--- config.mk ---
export PLATFORM = sky130hd
export DESIGN_NAME = bfly_net
export DESIGN_NICKNAME = d
export VERILOG_FILES = /design/src/rtl/bfly_pkg.sv /design/src/rtl/bfly_elem.sv /design/src/rtl/bfly_stage.sv /design/src/rtl/bfly_net.sv
export SDC_FILE = /design/constraint.sdc
export NUM_CORES = 1
export LEC_CHECK = 0
export ABC_AREA = 0
export BUFFER_PORTS_ARGS = -buffer_cell sky130_fd_sc_hd__clkbuf_2
export CORE_MARGIN = 10
export CORE_UTILIZATION = 46
export CTS_BUF_LIST = sky130_fd_sc_hd__clkbuf_4 sky130_fd_sc_hd__clkbuf_8
export DETAILED_ROUTE_END_ITERATION = 12
export PLACE_DENSITY_LB_ADDON = 0.25
export SLEW_MARGIN = 20
export SYNTH_ARGS = -nofsm -noshare
export SYNTH_HDL_FRONTEND = slang
export SYNTH_SLANG_ARGS = --single-unit
--- constraint.sdc ---
create_clock -name clk -period 2.25 [get_ports clk]
set_input_delay 0.225 -clock clk [delete_from_list [all_inputs] [get_ports clk]]
set_output_delay 0.225 -clock clk [all_outputs]
set_load 0.005 [all_outputs]
--- src/rtl/bfly_pkg.sv ---
// Shared helpers for the butterfly network.
// Assumes stage indices and lane counts stay below 32.
package bfly_pkg;

    // Direction a packet takes through one element.
    typedef enum logic {
        TURN_STRAIGHT = 1'b0,
        TURN_CROSS    = 1'b1
    } turn_e;

    // Lower lane of element e in stage stg: bit stg of the lane index forced to zero.
    function automatic int lo_lane(input int e, input int stg);
        return ((e >> stg) << (stg + 1)) | (e & ((1 << stg) - 1));
    endfunction

endpackage

--- src/rtl/bfly_elem.sv ---
// 2x2 switching element for stage STG.
// Input s targets output s ^ route[STG]. Contention is resolved round-robin per output.
// Each output is one register. Ready upstream depends on valid, grant and room downstream.
// Assumes upstream holds valid and data stable while ready is low.
module bfly_elem
    import bfly_pkg::*;
#(
    parameter int LG  = 3,
    parameter int W   = 16,
    parameter int STG = 0
) (
    input  logic                 clk,
    input  logic                 rst_n,
    input  logic [1:0]           in_v,
    output logic [1:0]           in_rdy,
    input  logic [1:0][LG-1:0]   in_r,
    input  logic [1:0][W-1:0]    in_d,
    output logic [1:0]           out_v,
    input  logic [1:0]           out_rdy,
    output logic [1:0][LG-1:0]   out_r,
    output logic [1:0][W-1:0]    out_d
);

    logic [1:0]      tgt;    // output wanted by each input
    logic [1:0][1:0] req;    // req[o][s]
    logic [1:0][1:0] gnt;    // gnt[o][s]
    logic [1:0]      space;  // output register can take a packet
    logic [1:0]      prio;   // preferred input per output

    // Route decision, arbitration and upstream ready.
    always_comb begin
        for (int s = 0; s < 2; s++) begin
            tgt[s] = logic'(s[0]) ^ (turn_e'(in_r[s][STG]) == TURN_CROSS);
        end
        for (int o = 0; o < 2; o++) begin
            space[o] = !out_v[o] || out_rdy[o];
            for (int s = 0; s < 2; s++) begin
                req[o][s] = in_v[s] && (tgt[s] == logic'(o[0]));
            end
            gnt[o][0] = req[o][0] && (!req[o][1] || prio[o] == 1'b0);
            gnt[o][1] = req[o][1] && (!req[o][0] || prio[o] == 1'b1);
        end
        for (int s = 0; s < 2; s++) begin
            in_rdy[s] = gnt[tgt[s]][s] && space[tgt[s]];
        end
    end

    // Output registers and round-robin pointer update.
    always_ff @(posedge clk) begin
        if (!rst_n) begin
            out_v <= '0;
            prio  <= '0;
            out_r <= '0;
            out_d <= '0;
        end else begin
            for (int o = 0; o < 2; o++) begin
                if (space[o]) begin
                    out_v[o] <= |gnt[o];
                    if (gnt[o][1]) begin
                        out_r[o] <= in_r[1];
                        out_d[o] <= in_d[1];
                    end else if (gnt[o][0]) begin
                        out_r[o] <= in_r[0];
                        out_d[o] <= in_d[0];
                    end
                    if (&req[o]) begin
                        prio[o] <= !gnt[o][1];
                    end
                end
            end
        end
    end

    // Checks on routing, waiting inputs, held outputs and fairness.
    for (genvar s = 0; s < 2; s++) begin : g_in_chk
        localparam int OTHER = 1 - s;
        p_route_straight_r4: assert property (@(posedge clk) disable iff (!rst_n)
            (in_v[s] && in_rdy[s] && !in_r[s][STG]) |=> (out_v[s] && out_d[s] == $past(in_d[s])));
        p_route_cross_r4: assert property (@(posedge clk) disable iff (!rst_n)
            (in_v[s] && in_rdy[s] && in_r[s][STG]) |=> (out_v[OTHER] && out_d[OTHER] == $past(in_d[s])));
        p_wait_r5: assert property (@(posedge clk) disable iff (!rst_n)
            (in_v[s] && !in_rdy[s]) |=> (in_v[s] && $stable(in_d[s]) && $stable(in_r[s])));
    end

    for (genvar o = 0; o < 2; o++) begin : g_out_chk
        p_hold_r6: assert property (@(posedge clk) disable iff (!rst_n)
            (out_v[o] && !out_rdy[o]) |=> (out_v[o] && $stable(out_d[o]) && $stable(out_r[o])));
        p_fair_r7: assert property (@(posedge clk) disable iff (!rst_n)
            (&req[o] && space[o] && gnt[o][0]) |=> !(&req[o] && space[o] && gnt[o][0]));
    end

endmodule

--- src/rtl/bfly_stage.sv ---
// One stage of N/2 elements. Element e joins the lanes that differ only in bit STG.
// Lane positions are kept between stages; the partner pairing alone forms the butterfly.
module bfly_stage
    import bfly_pkg::*;
#(
    parameter int N   = 8,
    parameter int W   = 16,
    parameter int STG = 0,
    localparam int LG = $clog2(N)
) (
    input  logic                 clk,
    input  logic                 rst_n,
    input  logic [N-1:0]         in_v,
    output logic [N-1:0]         in_rdy,
    input  logic [N-1:0][LG-1:0] in_r,
    input  logic [N-1:0][W-1:0]  in_d,
    output logic [N-1:0]         out_v,
    input  logic [N-1:0]         out_rdy,
    output logic [N-1:0][LG-1:0] out_r,
    output logic [N-1:0][W-1:0]  out_d
);

    localparam int HALF = N / 2;

    for (genvar e = 0; e < HALF; e++) begin : g_el
        localparam int LA = lo_lane(e, STG);
        localparam int LB = LA + (1 << STG);

        logic [1:0]          e_rdy;
        logic [1:0]          e_ov;
        logic [1:0][LG-1:0]  e_or;
        logic [1:0][W-1:0]   e_od;

        bfly_elem #(.LG(LG), .W(W), .STG(STG)) u_el (
            .clk     (clk),
            .rst_n   (rst_n),
            .in_v    ({in_v[LB], in_v[LA]}),
            .in_rdy  (e_rdy),
            .in_r    ({in_r[LB], in_r[LA]}),
            .in_d    ({in_d[LB], in_d[LA]}),
            .out_v   (e_ov),
            .out_rdy ({out_rdy[LB], out_rdy[LA]}),
            .out_r   (e_or),
            .out_d   (e_od)
        );

        assign in_rdy[LA] = e_rdy[0];
        assign in_rdy[LB] = e_rdy[1];
        assign out_v[LA]  = e_ov[0];
        assign out_v[LB]  = e_ov[1];
        assign out_r[LA]  = e_or[0];
        assign out_r[LB]  = e_or[1];
        assign out_d[LA]  = e_od[0];
        assign out_d[LB]  = e_od[1];
    end

endmodule

--- src/rtl/bfly_net.sv ---
// N x N self-routing butterfly network of log2(N) registered stages.
// Forms the routing word (port XOR destination) on entry and recovers the source at the exit.
// Assumes N is a power of two from 4 to 32.
module bfly_net #(
    parameter int N = 8,
    parameter int W = 16,
    localparam int LG = $clog2(N)
) (
    input  logic                 clk,
    input  logic                 rst_n,
    input  logic [N-1:0]         in_valid,
    output logic [N-1:0]         in_ready,
    input  logic [N-1:0][LG-1:0] in_dst,
    input  logic [N-1:0][W-1:0]  in_data,
    output logic [N-1:0]         out_valid,
    input  logic [N-1:0]         out_ready,
    output logic [N-1:0][LG-1:0] out_src,
    output logic [N-1:0][W-1:0]  out_data
);

    logic [LG:0][N-1:0]         lv;
    logic [LG:0][N-1:0]         lrdy;
    logic [LG:0][N-1:0][LG-1:0] lr;
    logic [LG:0][N-1:0][W-1:0]  ld;

    // Entry side: routing word per input lane.
    always_comb begin
        for (int p = 0; p < N; p++) begin
            lr[0][p] = LG'(p) ^ in_dst[p];
        end
    end

    assign lv[0]     = in_valid;
    assign ld[0]     = in_data;
    assign in_ready  = lrdy[0];
    assign lrdy[LG]  = out_ready;
    assign out_valid = lv[LG];
    assign out_data  = ld[LG];

    // Exit side: source index from lane and routing word.
    always_comb begin
        for (int p = 0; p < N; p++) begin
            out_src[p] = LG'(p) ^ lr[LG][p];
        end
    end

    for (genvar k = 0; k < LG; k++) begin : g_stage
        bfly_stage #(.N(N), .W(W), .STG(k)) u_stage (
            .clk     (clk),
            .rst_n   (rst_n),
            .in_v    (lv[k]),
            .in_rdy  (lrdy[k]),
            .in_r    (lr[k]),
            .in_d    (ld[k]),
            .out_v   (lv[k+1]),
            .out_rdy (lrdy[k+1]),
            .out_r   (lr[k+1]),
            .out_d   (ld[k+1])
        );
    end

endmodule

# After elaboration in Yosys (flattened, before gate mapping)
# Index checks and enable logic that the tools add are counted.
dict set report op_classes {
  n_reduce_logical 384
  muxes 192
  magnitude_cmp 24
  bitwise 61
}
# operator n
set ops {}
lappend ops {{16-bit two-way mux} 48}
lappend ops {{3-bit two-way mux} 48}
lappend ops {{1-bit logical AND} 120}
lappend ops {{1-bit logical NOT} 96}
lappend ops {{1-bit logical OR} 72}
lappend ops {{1-bit two-way mux} 72}
lappend ops {{3-bit AND reduction} 24}
lappend ops {{1-bit inverter} 53}
lappend ops {{1-bit by 2-bit less-than comparator with 1-bit output, second input constant} 24}
lappend ops {{2-bit two-way mux} 24}
lappend ops {{2-bit AND reduction} 24}
lappend ops {{2-bit nonzero test} 24}
lappend ops {{2-bit OR reduction} 24}
lappend ops {{2-bit inverter} 6}
lappend ops {{3-bit inverter} 2}
dict set report totals {
  reg_bits 504
  output_inout_bits 168
}

# Depth between registers and ports, before layout
# Gate-level depths: netlist of run 1.
dict set report logic_depth {
  word_depth 16
  mapped_depth 8
  mapped_depth_nobuf 5
}

# By module
# From an unflattened synthesis of run 1, not the netlist that was laid out.
dict set report unflattened {
  cells_unflattened 2928
  hier_area_um2 22746.8
}
# mod area_each_um2 cells_each seq_area_each_um2 instances
set by_module_without_submodules {}
lappend by_module_without_submodules {bfly_elem 1888.1 242 840.8 12}
lappend by_module_without_submodules {bfly_net 90.1 24 0.0 1}

# Least setup slack after synthesis of run 1
# OpenSTA, ideal clock, no wires.
dict set report synth_path {
  path_kind {register -> output}
  startpoint {register g_stage[1].u_stage.g_el[1].u_el.out_r[5] in the netlist's numbering}
  endpoint {output port in_ready[5]}
  path_buffers 0
  path_slack_ns 0.185
  required_time_ns 2.025
  path_stages_with_launch 6
  arrival_time_ns 1.840
  path_cell_list {dfxtp_1 nand2b_1 o211ai_1 and3b_1 or4b_2 a22oi_1}
}
dict set report synth_between {
  elab_chain_len 16
  word_cells_on_any_way 20
  cone_classes {mux (6); bitwise (1); reduce/logical (13)}
}
# element line
set synth_lines {}
lappend synth_lines {{from (decl)} bfly_elem.sv:20} ;# output logic [1:0][LG-1:0] out_r,
lappend synth_lines {{from (signal, indexed assignment)} bfly_elem.sv:60} ;# out_r[o] <= in_r[1];
lappend synth_lines {{from (signal, indexed assignment)} bfly_elem.sv:63} ;# out_r[o] <= in_r[0];
lappend synth_lines {{1-bit inverter} bfly_elem.sv:38} ;# req[o][s] = in_v[s] && (tgt[s] == logic'(o[0]));
lappend synth_lines {{1-bit logical AND} bfly_elem.sv:38}
lappend synth_lines {{1-bit logical NOT} bfly_elem.sv:41} ;# gnt[o][1] = req[o][1] && (!req[o][0] || prio[o] == 1'b1);
lappend synth_lines {{1-bit logical OR} bfly_elem.sv:41}
lappend synth_lines {{1-bit logical AND} bfly_elem.sv:41}
lappend synth_lines {{2-bit two-way mux (not written as such) * (2 in a row)} bfly_elem.sv:44} ;# in_rdy[s] = gnt[tgt[s]][s] && space[tgt[s]];
lappend synth_lines {{1-bit logical AND *} bfly_elem.sv:44}
lappend synth_lines {{1-bit logical OR *} bfly_elem.sv:36} ;# space[o] = !out_v[o] || out_rdy[o];
lappend synth_lines {{1-bit two-way mux (not written as such) * (2 in a row)} bfly_elem.sv:44}
lappend synth_lines {{1-bit logical AND *} bfly_elem.sv:44}
lappend synth_lines {{1-bit logical OR *} bfly_elem.sv:36}
lappend synth_lines {{1-bit two-way mux (not written as such) * (2 in a row)} bfly_elem.sv:44}
lappend synth_lines {{1-bit logical AND *} bfly_elem.sv:44}
lappend synth_lines {{to (decl)} bfly_net.sv:12} ;# output logic [N-1:0] in_ready,
# Mark *: on every way between the ends. The rest lies on a longest branch, timed or not. The select of a mux whose other input is x is not followed.

# Final worst setup path of run 1
dict set report layout_path {
  startpoint {register g_stage[2].u_stage.g_el[3].u_el.prio[1]}
  endpoint {output port in_ready[5]}
}
dict set report layout_between {
  elab_chain_len 13
}
# element line
set layout_lines {}
lappend layout_lines {{from (decl)} bfly_elem.sv:28} ;# logic [1:0] prio;
lappend layout_lines {{from (signal, indexed assignment)} bfly_elem.sv:67} ;# prio[o] <= !gnt[o][1];
lappend layout_lines {{1-bit logical OR} bfly_elem.sv:41}
lappend layout_lines {{1-bit logical AND} bfly_elem.sv:41}
lappend layout_lines {{2-bit two-way mux (not written as such) (2 in a row)} bfly_elem.sv:44}
lappend layout_lines {{1-bit logical AND} bfly_elem.sv:44}
lappend layout_lines {{1-bit logical OR} bfly_elem.sv:36}
lappend layout_lines {{1-bit two-way mux (not written as such) (2 in a row)} bfly_elem.sv:44}
lappend layout_lines {{1-bit logical AND} bfly_elem.sv:44}
lappend layout_lines {{1-bit logical OR} bfly_elem.sv:36}
lappend layout_lines {{1-bit two-way mux (not written as such) (2 in a row)} bfly_elem.sv:44}
lappend layout_lines {{1-bit logical AND} bfly_elem.sv:44}
# No other way between the ends. The select of a mux whose other input is x is not followed.

==> impl_results.md, run 1 <==
- Iter 0 DRT Violations: 2107
- P per Cell Area: 755 nW/um^2
- Pin count of the biggest net entering global routing: 82
- Post-synth EDFFs: 0
- H-tree depth: 3
- Period utilization: 120%
- Hold-critical path depth: 3
- Post-Layout Cell Count: 3919
- Post-layout minimum cycle time: 2.71 ns
- IO Pins: 338
- Initial antenna violation count: 2
- GR Util met3: 4.47%
- Peak Freq: 369 MHz
- Routability congestion estimate from global placement: 0.964
- Critical path arrival: 2.49 ns
- Via count: 22.8k
- Most Used Layer, Global Route: met2
- Slew Viols, Final: 0
- CTS tree: built
- Worst Hold Path EP: g_stage[0].u_stage.g_el[0].u_el.out_d[2]
- Syn nets: 2816
- Min-delay src: in_data[2]
- Post-Synthesis Cells: 2646
- Sequential-to-total area share from yosys stat: 41.5%
- Unrepaired setup endpoints after global routing: yes
- Clock skew: 0.0434 ns
- Clk network pwr share: 37.1%
- Crit. End Element: output port
- Sw power: 7.07 mW
- Flop pwr share: 44.8%
- Worst-path maximum fanout: 3
- Min Hold Slack: 0.0475 ns
- Worst r2r path cells: 8
- P&R area growth vs syn: 28.8%
- MaxCap Viol Count: 0
- Starting Density: 46.4%
- Avg Vias per Cell: 5.82
- Number of cell rows: 84
- Lkg Pwr: 12.9 nW
- Synth Flop Type: dfxtp_1
- Clk_lat worst skew: 0.69 ns
- Worst r2r src: g_stage[2].u_stage.g_el[1].u_el.out_v[1]
- Pre-Repair DR Iteration Count: 6
- Combinational power share: 18.1%
- Failing checks: negative setup slack
- Type of origin of the critical path: register
- Mapped Area: 24300 um^2
- Placed instance count: 3561
- Worst VDD drop: 0.000402 V
- Relative slew slack: 49.8%
- WL/cell: 22.4 um
- Status: finished with violations
- DP HPWL: 63500 um
- Die width: 250 um
- Setup CP Type: register to output port
- Synth cell types: 67
- Count of warnings emitted by yosys: 0
- Die Y-Extent: 250 um
- Fraction of layout cells with a size suffix above 1: 26.4%
- Worst R2R End: g_stage[0].u_stage.g_el[1].u_el.out_d[25]
- DRT antenna net count: 0
- Root buf cell: clkbuf_8
- Power Internal: 16.6 mW
- Setup TNS: -2.45 ns
- Nets: 3335
- HP Class: input port to register
- Area of the multi-input gates: 13500 um^2
- DRT Wirelength: 87600 um
- Total power draw: 23.6 mW
- First-pass GRT wire length: 133000 um
- Synth async-reset ratio: 0%
- Final Hold Viols: 0
- Req. time, crit path: 2.03 ns
- Min setup slack post-route: -0.461 ns
- Port Buffers: 337
- Count of final setup violators: 8
- #FFs+latches synth: 504
- Total global-route track usage: 26.7%
- DRC: 0
- GR Util met1: 35.5%
- Total CTS buffers: 85
- Worst Tran Pin Value: 0.750 ns
- Vias in the first global route: 22.5k
- Fill cells: 4520
- Total global routing overflow: 0
- Grt met2 use: 41.9%
- Worst R2R Setup Slack: 0.10 ns
- Sw frac: 29.9%
- Clk slew on worst S/H paths: 0.06 ns
- Die ar.: 62500 um^2
- CTS max path bufs: 3
- Mean Syn Cell Area: 9.19 um^2
- Register area: 10100 um^2
- CORE AREA: 52400 um^2
- Sinks on Clock Net: 504
worst max-delay path by stage:
stage	from	endpoint	slack, ns	cells after the start
floorplan	g_stage[1].u_stage.g_el[1].u_el.out_r[5]	in_ready[5]	0.18	5
global placement	out_ready[7]	in_ready[5]	-0.06	7
detailed placement	g_stage[2].u_stage.g_el[1].u_el.prio[1]	in_ready[5]	-0.07	6
CTS	g_stage[1].u_stage.g_el[1].u_el.out_r[2]	in_ready[5]	-0.50	6
global route	g_stage[0].u_stage.g_el[2].u_el.out_r[4]	in_ready[5]	-0.51	6
finish	g_stage[2].u_stage.g_el[3].u_el.prio[1]	in_ready[5]	-0.46	6
cell usage in the layout (no fill, tap or decap), types with 7 or more instances in the layout:
cell type	n
a211oi_1	332
a211oi_2	13
a21oi_1	113
a21oi_2	11
a31oi_1	64
and3_1	10
buf_12	18
buf_2	7
buf_4	126
buf_6	7
clkbuf_2	329
clkbuf_4	20
clkbuf_8	114
clkinv_2	11
dfxtp_1	480
dfxtp_2	21
dlygate4sd3_1	177
inv_1	31
mux2_2	84
mux2i_1	446
nand2_1	241
nand2b_1	24
nand3_1	34
nand3b_1	9
nand4_1	14
nor2_1	267
nor2b_1	20
nor3_1	17
o211ai_1	10
o21a_1	9
o21ai_0	13
or3_1	7
xnor2_1	12
critical path: stages, from the launching register on:
cell      delay (ns)
dfxtp_1         0.36
nand3b_1        0.16
nand3_2         0.11
and3b_2         0.26
or4b_4          0.52
a22oi_2         0.25
buf_2           0.17
cells by family after synthesis:
group                     share of synthesized area (%)
muxes                                              22.4
DFF                                                41.5
buffers and inverters                              4.79
xor gates and xnor gates                          0.432
and+or+nand+nor                                    12.8
AOI/OAI and AO/OA                                  18.0
per-layer routing:
layer	part of all wire [%]	wire length [um]
met1	44	38400
met2	46	39900
met3	6.5	5730
met4	4.1	3570
met5	0	0
cells in the mapped netlist (all sizes together), types with 3 or more instances:
cell,instances,area (um^2)
nand4b,5,43.8
clkbuf,152,571
mux2i,448,4480
dfxtp,504,10100
o21bai,6,45.0
buf,80,474
xnor2,12,105
nand2b,29,189
and3,12,75.1
nand3,41,205
o21ai,25,125
a31oi,69,432
o31ai,3,22.5
a21oi,125,626
and2,4,25.0
o211ai,11,96.3
mux2,86,968
o31a,3,26.3
o2111ai,5,43.8
nor3b,4,30.0
nand2,244,916
a31o,3,26.3
o21a,9,67.6
nand4,14,87.6
or3,7,43.8
or4b,3,33.8
nor3,18,90.1
a211oi,345,2640
nand3b,9,67.6
nor2b,23,144
inv,31,116
nor2,274,1040
o21ba,5,50.1
power by group through the flow:
| stage | clock network [mW] | logic [mW] | registers [mW] |
|---|---|---|---|
| 3_3_place_gp | 0 | 3.76 | 10.7 |
| 3_5_place_dp | 0 | 3.83 | 10.7 |
| 6_report | 8.78 | 4.27 | 10.6 |
| 2_1_floorplan | 0 | 2.52 | 10.3 |
| 5_1_grt | 9.29 | 4.64 | 10.6 |
| 4_1_cts | 8.88 | 4.20 | 10.5 |
area by class of cell:
type                    instances  share of cell area, %
multi-input cells            1878                   43.2
flip-flops and latches        504                   32.3
diodes                          2                 0.0160
inverters                      32                  0.408
clock buffers                 134                   5.49
clock inverters                17                  0.360
well taps                     688                   2.75
repair buffers                664                   15.5
sequential cells by signal, indices dropped and copies added, names as in the netlist:
| signal | cells |
|---|---|
| g_stage.u_stage.g_el.u_el.prio | 24 |
| g_stage.u_stage.g_el.u_el.out_v | 24 |
| g_stage.u_stage.g_el.u_el.out_r | 72 |
| g_stage.u_stage.g_el.u_el.out_d | 384 |
metrics by stage:
stage	worst slack [ns]	instance area, um^2	util (%)
global placement	-0.0589	27100	51.6
CTS	-0.504	31100	59.4
finish	-0.461	31300	59.7
global route	-0.514	31300	59.7
detailed placement	-0.0744	27100	51.6
floorplan	0.185	24300	-
repair_timing:
item / 4_1_cts / 5_1_grt
pin swaps: 18 / 15
hold buffers: 177 / 0
setup endpoints to repair: 12 / 51
resized for setup: 77 / 36
endpoints found under the hold margin: 118 / 0
buffers inserted: 19 / 10
Note: power is estimated with default switching activity, not from simulation.
==> inputs of run 2 (changes only) <==
--- a/config.mk
+++ b/config.mk
@@ -13,2 +13,3 @@
 export DETAILED_ROUTE_END_ITERATION = 12
+export HOLD_SLACK_MARGIN = 0.02
 export PLACE_DENSITY_LB_ADDON = 0.25
--- a/constraint.sdc
+++ b/constraint.sdc
@@ -3,2 +3,2 @@
 set_output_delay 0.225 -clock clk [all_outputs]
-set_load 0.005 [all_outputs]
+set_load 0.02 [all_outputs]
==> run 2 against run 1 <==
Against the previous run: the run still ends with negative setup slack left; die area is the same; power increased by 1.6%; worst setup slack lost 0.039 ns; via count is 0.44% higher; utilization is 0.79 points higher; critical path depth up 1; flip-flop and latch count unchanged; wire length grew 1.1%; sequential share of layout area decreased by 0.43 points; global-route usage is 0.41 points higher; clock skew shrank 0.0097 ns; worst hold slack worse by 0.0048 ns; critical path type unchanged.
==> impl_results.md, run 2 (same netlist as run 1, synthesis figures left out) <==
- Crit path from: g_stage[1].u_stage.g_el[1].u_el.out_v[0]
- Min Hold Slack: 0.0427 ns (-0.00476 ns)
- Min setup slack post-route: -0.500 ns (-0.0393 ns)
- Root buf cell: clkbuf_8
- Type of origin of the critical path: register
- P per Cell Area: 757 nW/um^2 (+0.26%)
- Unrepaired setup endpoints after global routing: yes
- Period utilization: 122% (+1.7 points)
- HP Class: input port to register
- Final core occ: 60.5% (+0.79 points)
- Starting Density: 46.4% (unchanged)
- Avg Vias per Cell: 5.80 (-0.30%)
- Via count: 22.9k (+0.44%)
- P&R area growth vs syn: 30.5%
- DRT Wirelength: 88600 um (+1.1%)
- CORE AREA: 52400 um^2 (unchanged)
- H-tree depth: 3 (unchanged)
- Number of cell rows: 84 (unchanged)
- Clk_lat worst skew: 0.69 ns (about the same)
- Total global-route track usage: 27.1% (+0.41 points)
- Final Hold Viols: 0 (unchanged)
- Total global routing overflow: 0 (unchanged)
- Nets: 3367 (+0.96%)
- Port Buffers: 337 (unchanged)
- IO Pins: 338 (unchanged)
- Slew Viols, Final: 0 (unchanged)
- Clk slew on worst S/H paths: 0.07 ns (about the same)
- Die Y-Extent: 250 um (unchanged)
- Most frequent cells in the layout: dfxtp_1, mux2i_1, a211oi_1, clkbuf_2, nor2_1
- Worst Tran Pin Value: 0.743 ns (-0.00770 ns)
- Die ar.: 62500 um^2 (unchanged)
- Commonest non-fill, non-tap cell in the layout: dfxtp_1
- Top reg by flops: g_stage.u_stage.g_el.u_el.out_d
- Max FFs per register: 384 (unchanged)
- DRT antenna net count: 0 (unchanged)
- Worst-path maximum fanout: 6 (+3)
- Count of final setup violators: 9 (+1)
- Lkg Pwr: 13.0 nW (+1.2%)
- Routability congestion estimate from global placement: 0.961 (-0.36%)
- Iter 0 DRT Violations: 2076 (-1.5%)
- Pre-Repair DR Iteration Count: 5 (-1)
- Total power draw: 24.0 mW (+1.6%)
- Setup CP Type: register to output port
- DP HPWL: 63700 um (+0.28%)
- Relative slew slack: 50.4% (+0.53 points)
- Critical path arrival: 2.52 ns (+0.03 ns)
- Sinks on Clock Net: 504 (unchanged)
- Vias in the first global route: 22.8k (+1.3%)
- DRC: 0 (unchanged)
- Die width: 250 um (unchanged)
- MaxCap Viol Count: 0 (unchanged)
- Peak Freq: 364 MHz (-1.4%)
- Initial antenna violation count: 3 (+1)
- CTS tree: built
- Post-layout minimum cycle time: 2.75 ns (+0.0393 ns)
- Min-delay src: in_dst[5]
- WL/cell: 22.4 um (+0.34%)
- Status: finished with violations
- Crit. End Element: output port
- Pin count of the biggest net entering global routing: 99 (+21%)
- First-pass GRT wire length: 135000 um (+1.5%)
- Clock skew: 0.0336 ns (-0.00973 ns)
- Failing checks: negative setup slack
- CTS max path bufs: 3 (unchanged)
- Fraction of layout cells with a size suffix above 1: 26.3% (-0.090 points)
- Total CTS buffers: 85 (unchanged)
- Worst r2r src: g_stage[1].u_stage.g_el[1].u_el.out_v[0]
- Worst VDD drop: 0.000371 V (-7.8%)
- Regs by FF count: g_stage.u_stage.g_el.u_el.out_d (384), g_stage.u_stage.g_el.u_el.out_r (72)
- Req. time, crit path: 2.03 ns (about the same)
-- run 2: changes by cell type in the layout (fill, tap and decap cells not counted), moves of 6 or more --
cell | previous run | this run
dlygate4sd3_1 | 177 | 204
clkbuf_4 | 20 | 35
clkinv_2 | 11 | 5
buf_2 | 7 | 1
clkbuf_8 | 114 | 105
-- run 2: area by class of cell --
class | count | area, um^2
flip-flops and latches | 504 | 10100
multi-input cells | 1878 | 13600
well taps | 688 | 861
clock inverters | 12 | 126
diodes | 1 | 2.50
fillers | 4404 | 20700
clock buffers | 137 | 1670
inverters | 32 | 128
repair buffers | 696 | 5260
-- run 2: power breakdown --
| group | total (mW) | switching [mW] | internal, mW | leakage (nW) |
|---|---|---|---|---|
| registers | 10.6 | 0.889 | 9.72 | 4.15 |
| clock network | 8.74 | 3.84 | 4.91 | 0.956 |
| logic | 4.66 | 2.61 | 2.05 | 7.94 |
| total | 24.0 | 7.33 | 16.7 | 13.0 |
-- run 2: critical path, stage by stage (launching register included) --
cell,delay [ns]
dfxtp_1,0.33
buf_4,0.18
nand2b_4,0.09
o211ai_4,0.09
nor4b_4,0.16
or4b_4,0.52
a22oi_2,0.26
clkbuf_8,0.20
-- run 2: layer usage --
metal	vias up	GRT usage, %	part of all wire, %
met5	-	0	0.027
met4	4	13.1	4.6
met3	193	5.44	7.5
met2	907	42.7	45
met1	11037	35.0	43
li1	10770	-	-
-- run 2: path summary, 6_finish.rpt --
path                                                to  slack [ns]  depth (start not counted)
max                                        in_ready[5]       -0.50                          7
min           g_stage[0].u_stage.g_el[0].u_el.out_r[5]        0.04                          4
max reg2reg  g_stage[0].u_stage.g_el[2].u_el.out_d[22]           0                          8
min reg2reg  g_stage[0].u_stage.g_el[3].u_el.out_d[26]        0.48                          2
-- run 2: through the flow --
step | cell area [um^2] | TNS, ns | worst slack [ns] | std cells
global route | 31700 | -3.26 | -0.516 | 3948
global placement | 27000 | -0.109 | -0.0631 | 3552
floorplan | 24300 | 0 | 0.0176 | 2646
detailed placement | 27000 | -0.639 | -0.0757 | 3552
finish | 31700 | -2.83 | -0.500 | 3948
CTS | 31500 | -3.48 | -0.514 | 3937
-- run 2: what timing repair did --
action,CTS,global route
pin swaps,29,19
resized for setup,95,37
gates cloned,1,1
setup buffers,31,10
endpoints found under the hold margin,133,0
hold buffers,204,0
setup endpoints to repair,26,91
==> inputs of run 3 (changes only) <==
- SYNTH_HIERARCHICAL: unset -> 1
- clock period: 2.25 -> 3.3 ns (I/O delays scaled with it)
==> run 3 against run 2 <==
Against the previous run: the flow still finishes with violations (negative setup slack); clock skew increased by 0.0035 ns; via count increased by 5.6%; wire length increased by 4.0%; register-to-register slack improved by 0.12 ns; critical path depth increased by 5; largest cell class unchanged; largest power group unchanged.
==> impl_results.md, run 3 <==
- Slew Viols, Final: 0 (unchanged)
- Mapped Area: 22700 um^2 (-6.5%)
- Avg Vias per Cell: 5.81 (about the same)
- Most frequent cells in the layout: nand2_1, dfxtp_1, a31oi_1
- First-pass GRT wire length: 137000 um (+1.5%)
- Synth top area share: 44.4% (+2.9 points)
- Pre-CTS setup slack: 0.252 ns (+0.327 ns)
- Min setup slack post-route: -0.0454 ns (+0.455 ns)
- Req. time, crit path: 2.97 ns (+0.94 ns)
- Commonest non-fill, non-tap cell in the layout: nand2_1
- Mean Syn Cell Area: 7.77 um^2 (-15%)
- Crit path from: g_stage[1].u_stage/g_el[3].u_el/out_r[2]
- Synth cell types: 26 (-61%)
- #FFs+latches synth: 504 (unchanged)
- Root buf cell: clkbuf_8
- Total CTS buffers: 89 (+4.7%)
- Post-layout minimum cycle time: 3.35 ns
- WL/cell: 22.1 um (-1.5%)
- Routability congestion estimate from global placement: 0.964 (+0.37%)
- Worst-path maximum fanout: 5 (-1)
- Lkg Pwr: 11.6 nW (-11%)
- Max FFs per register: 384 (unchanged)
- Worst r2r src: g_stage[1].u_stage/g_el[3].u_el/out_r[2]
- Relative slew slack: 37.1% (-13 points)
- Die ar.: 58700 um^2 (-5.9%)
- Type of origin of the critical path: register
- Pre-Repair DR Iteration Count: 6 (+1)
- Vias in the first global route: 22.6k (-0.65%)
- Crit. End Element: output port
- Slowest stage cell, crit path: dfxtp_4
- H-tree depth: 3 (unchanged)
- Via count: 24.2k (+5.6%)
- Yosys top cell by area: dfxtp_1
- IO Pins: 338 (unchanged)
- Total global-route track usage: 29.6% (+2.5 points)
- Commonest cells post-synth: nand2_1, dfxtp_1, a31oi_1, o21ai_0, nor2_1
- Period utilization: 101%
- Clock skew: 0.0371 ns (+0.00345 ns)
- Syn nets: 3098 (+10%)
- Fraction of layout cells with a size suffix above 1: 20.1% (-6.2 points)
- Fill cells: 4426 (+0.50%)
- Synth Flop Type: dfxtp_1
- Final Hold Viols: 0 (unchanged)
- Register area: 10100 um^2 (about the same)
- Peak Freq: 299 MHz
- Die Y-Extent: 242 um (-3.0%)
- Unrepaired setup endpoints after global routing: yes
- Nets: 3599 (+6.9%)
- P&R area growth vs syn: 27.8%
- Most frequent cell after synthesis: nand2_1
- Failing checks: negative setup slack
- Clk slew on worst S/H paths: 0.06 ns (about the same)
- Post-synth EDFFs: 0 (unchanged)
- Critical path arrival: 3.02 ns (+0.50 ns)
- Count of final setup violators: 2 (-7)
- Placement-stage cell area: 24300 um^2 (-10%)
- DRC: 0 (unchanged)
- Setup TNS: -0.0787 ns (+2.75 ns)
- Sinks on Clock Net: 504 (unchanged)
- Max incr delay on CP: 0.36 ns (-0.16 ns)
- DRT Wirelength: 92100 um (+4.0%)
- Regs by FF count: g_stage.u_stage/g_el.u_el/out_d (384), g_stage.u_stage/g_el.u_el/out_r (72)
- CORE AREA: 49000 um^2 (-6.7%)
- Iter 0 DRT Violations: 2584 (+24%)
- Setup CP Type: register to output port
- Sequential-to-total area share from yosys stat: 44.4% (+2.9 points)
- Clk_lat worst skew: 0.70 ns (about the same)
- Total global routing overflow: 0 (unchanged)
- MaxCap Viol Count: 0 (unchanged)
- Min-delay src: out_ready[5]
- Area of the multi-input gates: 11300 um^2 (-16%)
- CTS tree: built
- Min Hold Slack: 0.0640 ns (+0.0213 ns)
- Worst Tran Pin Value: 0.941 ns (+0.198 ns)
- DP HPWL: 63200 um (-0.74%)
- Status: finished with violations
- Starting Density: 46.5% (+0.10 points)
- Number of cell rows: 81 (-3.6%)
- Pin count of the biggest net entering global routing: 93 (-6.1%)
- Worst VDD drop: 0.000389 V (+4.8%)
- P per Cell Area: 610 nW/um^2 (-19%)
- HP Class: input port to register
- Count of warnings emitted by yosys: 6 (+6)
- CTS max path bufs: 3 (unchanged)
- Synth async-reset ratio: 0% (unchanged)
- Top area cells in the synthesized netlist: dfxtp_1, nand2_1, a31oi_1
- Die width: 242 um (-3.0%)
- DRT antenna net count: 0 (unchanged)
- Design area: 29100 um^2 (-8.4%)
- Post-Synthesis Cells: 2928 (+11%)
- Final core occ: 59.4% (-1.1 points)
- Crit-path cells: nand2b_4, o21bai_4, a221oi_4, nor2b_4, nor2_2, a21oi_2, a211oi_2, buf_4, nand2b_4, a21oi_2, a211oi_2, buf_4
- Top reg by flops: g_stage.u_stage/g_el.u_el/out_d
- Initial antenna violation count: 9 (+6)
- Port Buffers: 337 (unchanged)
[run 3: layout make-up]
class	count	area share (%)
inverters	48	0.620
clock buffers	149	6.43
well taps	664	2.86
flip-flops and latches	504	34.8
multi-input cells	2148	39.0
clock inverters	9	0.220
repair buffers	638	16.0
diodes	9	0.0775
[run 3: power by group]
part           total, mW  internal, mW  leakage [nW]  switching [mW]
registers           7.80          6.87          4.16           0.933
clock network       6.24          3.56          1.02            2.68
logic               3.68          1.40          6.41            2.28
total               17.7          11.8          11.6            5.90
[run 3: routing by layer]
metal | vias to the layer above | share of wire [%] | routed length [um] | global-route usage (%)
met4 | 0 | 4.6 | 4230 | 14.7
met3 | 238 | 9.3 | 8540 | 6.97
li1 | 11220 | - | - | -
met1 | 11489 | 41 | 38000 | 38.0
met2 | 1258 | 45 | 41400 | 46.0
met5 | - | 0 | 0 | 0
[run 3: stage by stage]
stage	total power [mW]	instances
global route	18.4	4167
detailed placement	11.1	3762
CTS	17.6	4149
floorplan	9.74	2928
global placement	11.0	3762
finish	17.7	4169
[run 3: path summary, 6_finish.rpt]
check                                                            endpoint  cells after the start  slack, ns
worst min-delay path             g_stage[2].u_stage/g_el[1].u_el/out_v[1]                      3       0.06
worst max-delay path                                          in_ready[4]                     12      -0.05
worst max register to register  g_stage[0].u_stage/g_el[3].u_el/out_d[31]                     13       0.12
worst min register to register   g_stage[2].u_stage/g_el[1].u_el/out_d[7]                      2       0.47
[run 3: logic make-up after synthesis]
family | count (synthesis) | synth area share, %
AO/OA/AOI/OAI | 1020 | 26.8
multiplexers | 12 | 0.528
buffers and inverters | 276 | 7.33
flip-flops | 504 | 44.4
XOR/XNOR | 24 | 0.924
AND/OR/NAND/NOR | 1092 | 20.1
[run 3: what timing repair did]
| action | CTS | global route |
|---|---|---|
| pin swaps | 3 | 15 |
| setup buffers | 3 | 12 |
| endpoints found under the hold margin | 154 | 0 |
| hold buffers | 226 | 0 |
| resized for setup | 55 | 50 |
| endpoints found under the setup margin | 8 | 28 |
[run 3: worst max-delay path, delay by kind of cell (launching register included)]
kind                   cells  cell delay, ns
AOI/OAI and AO/OA          6            1.07
and+or+nand+nor            4            0.53
DFF                        1            0.36
buffers and inverters      2            0.36
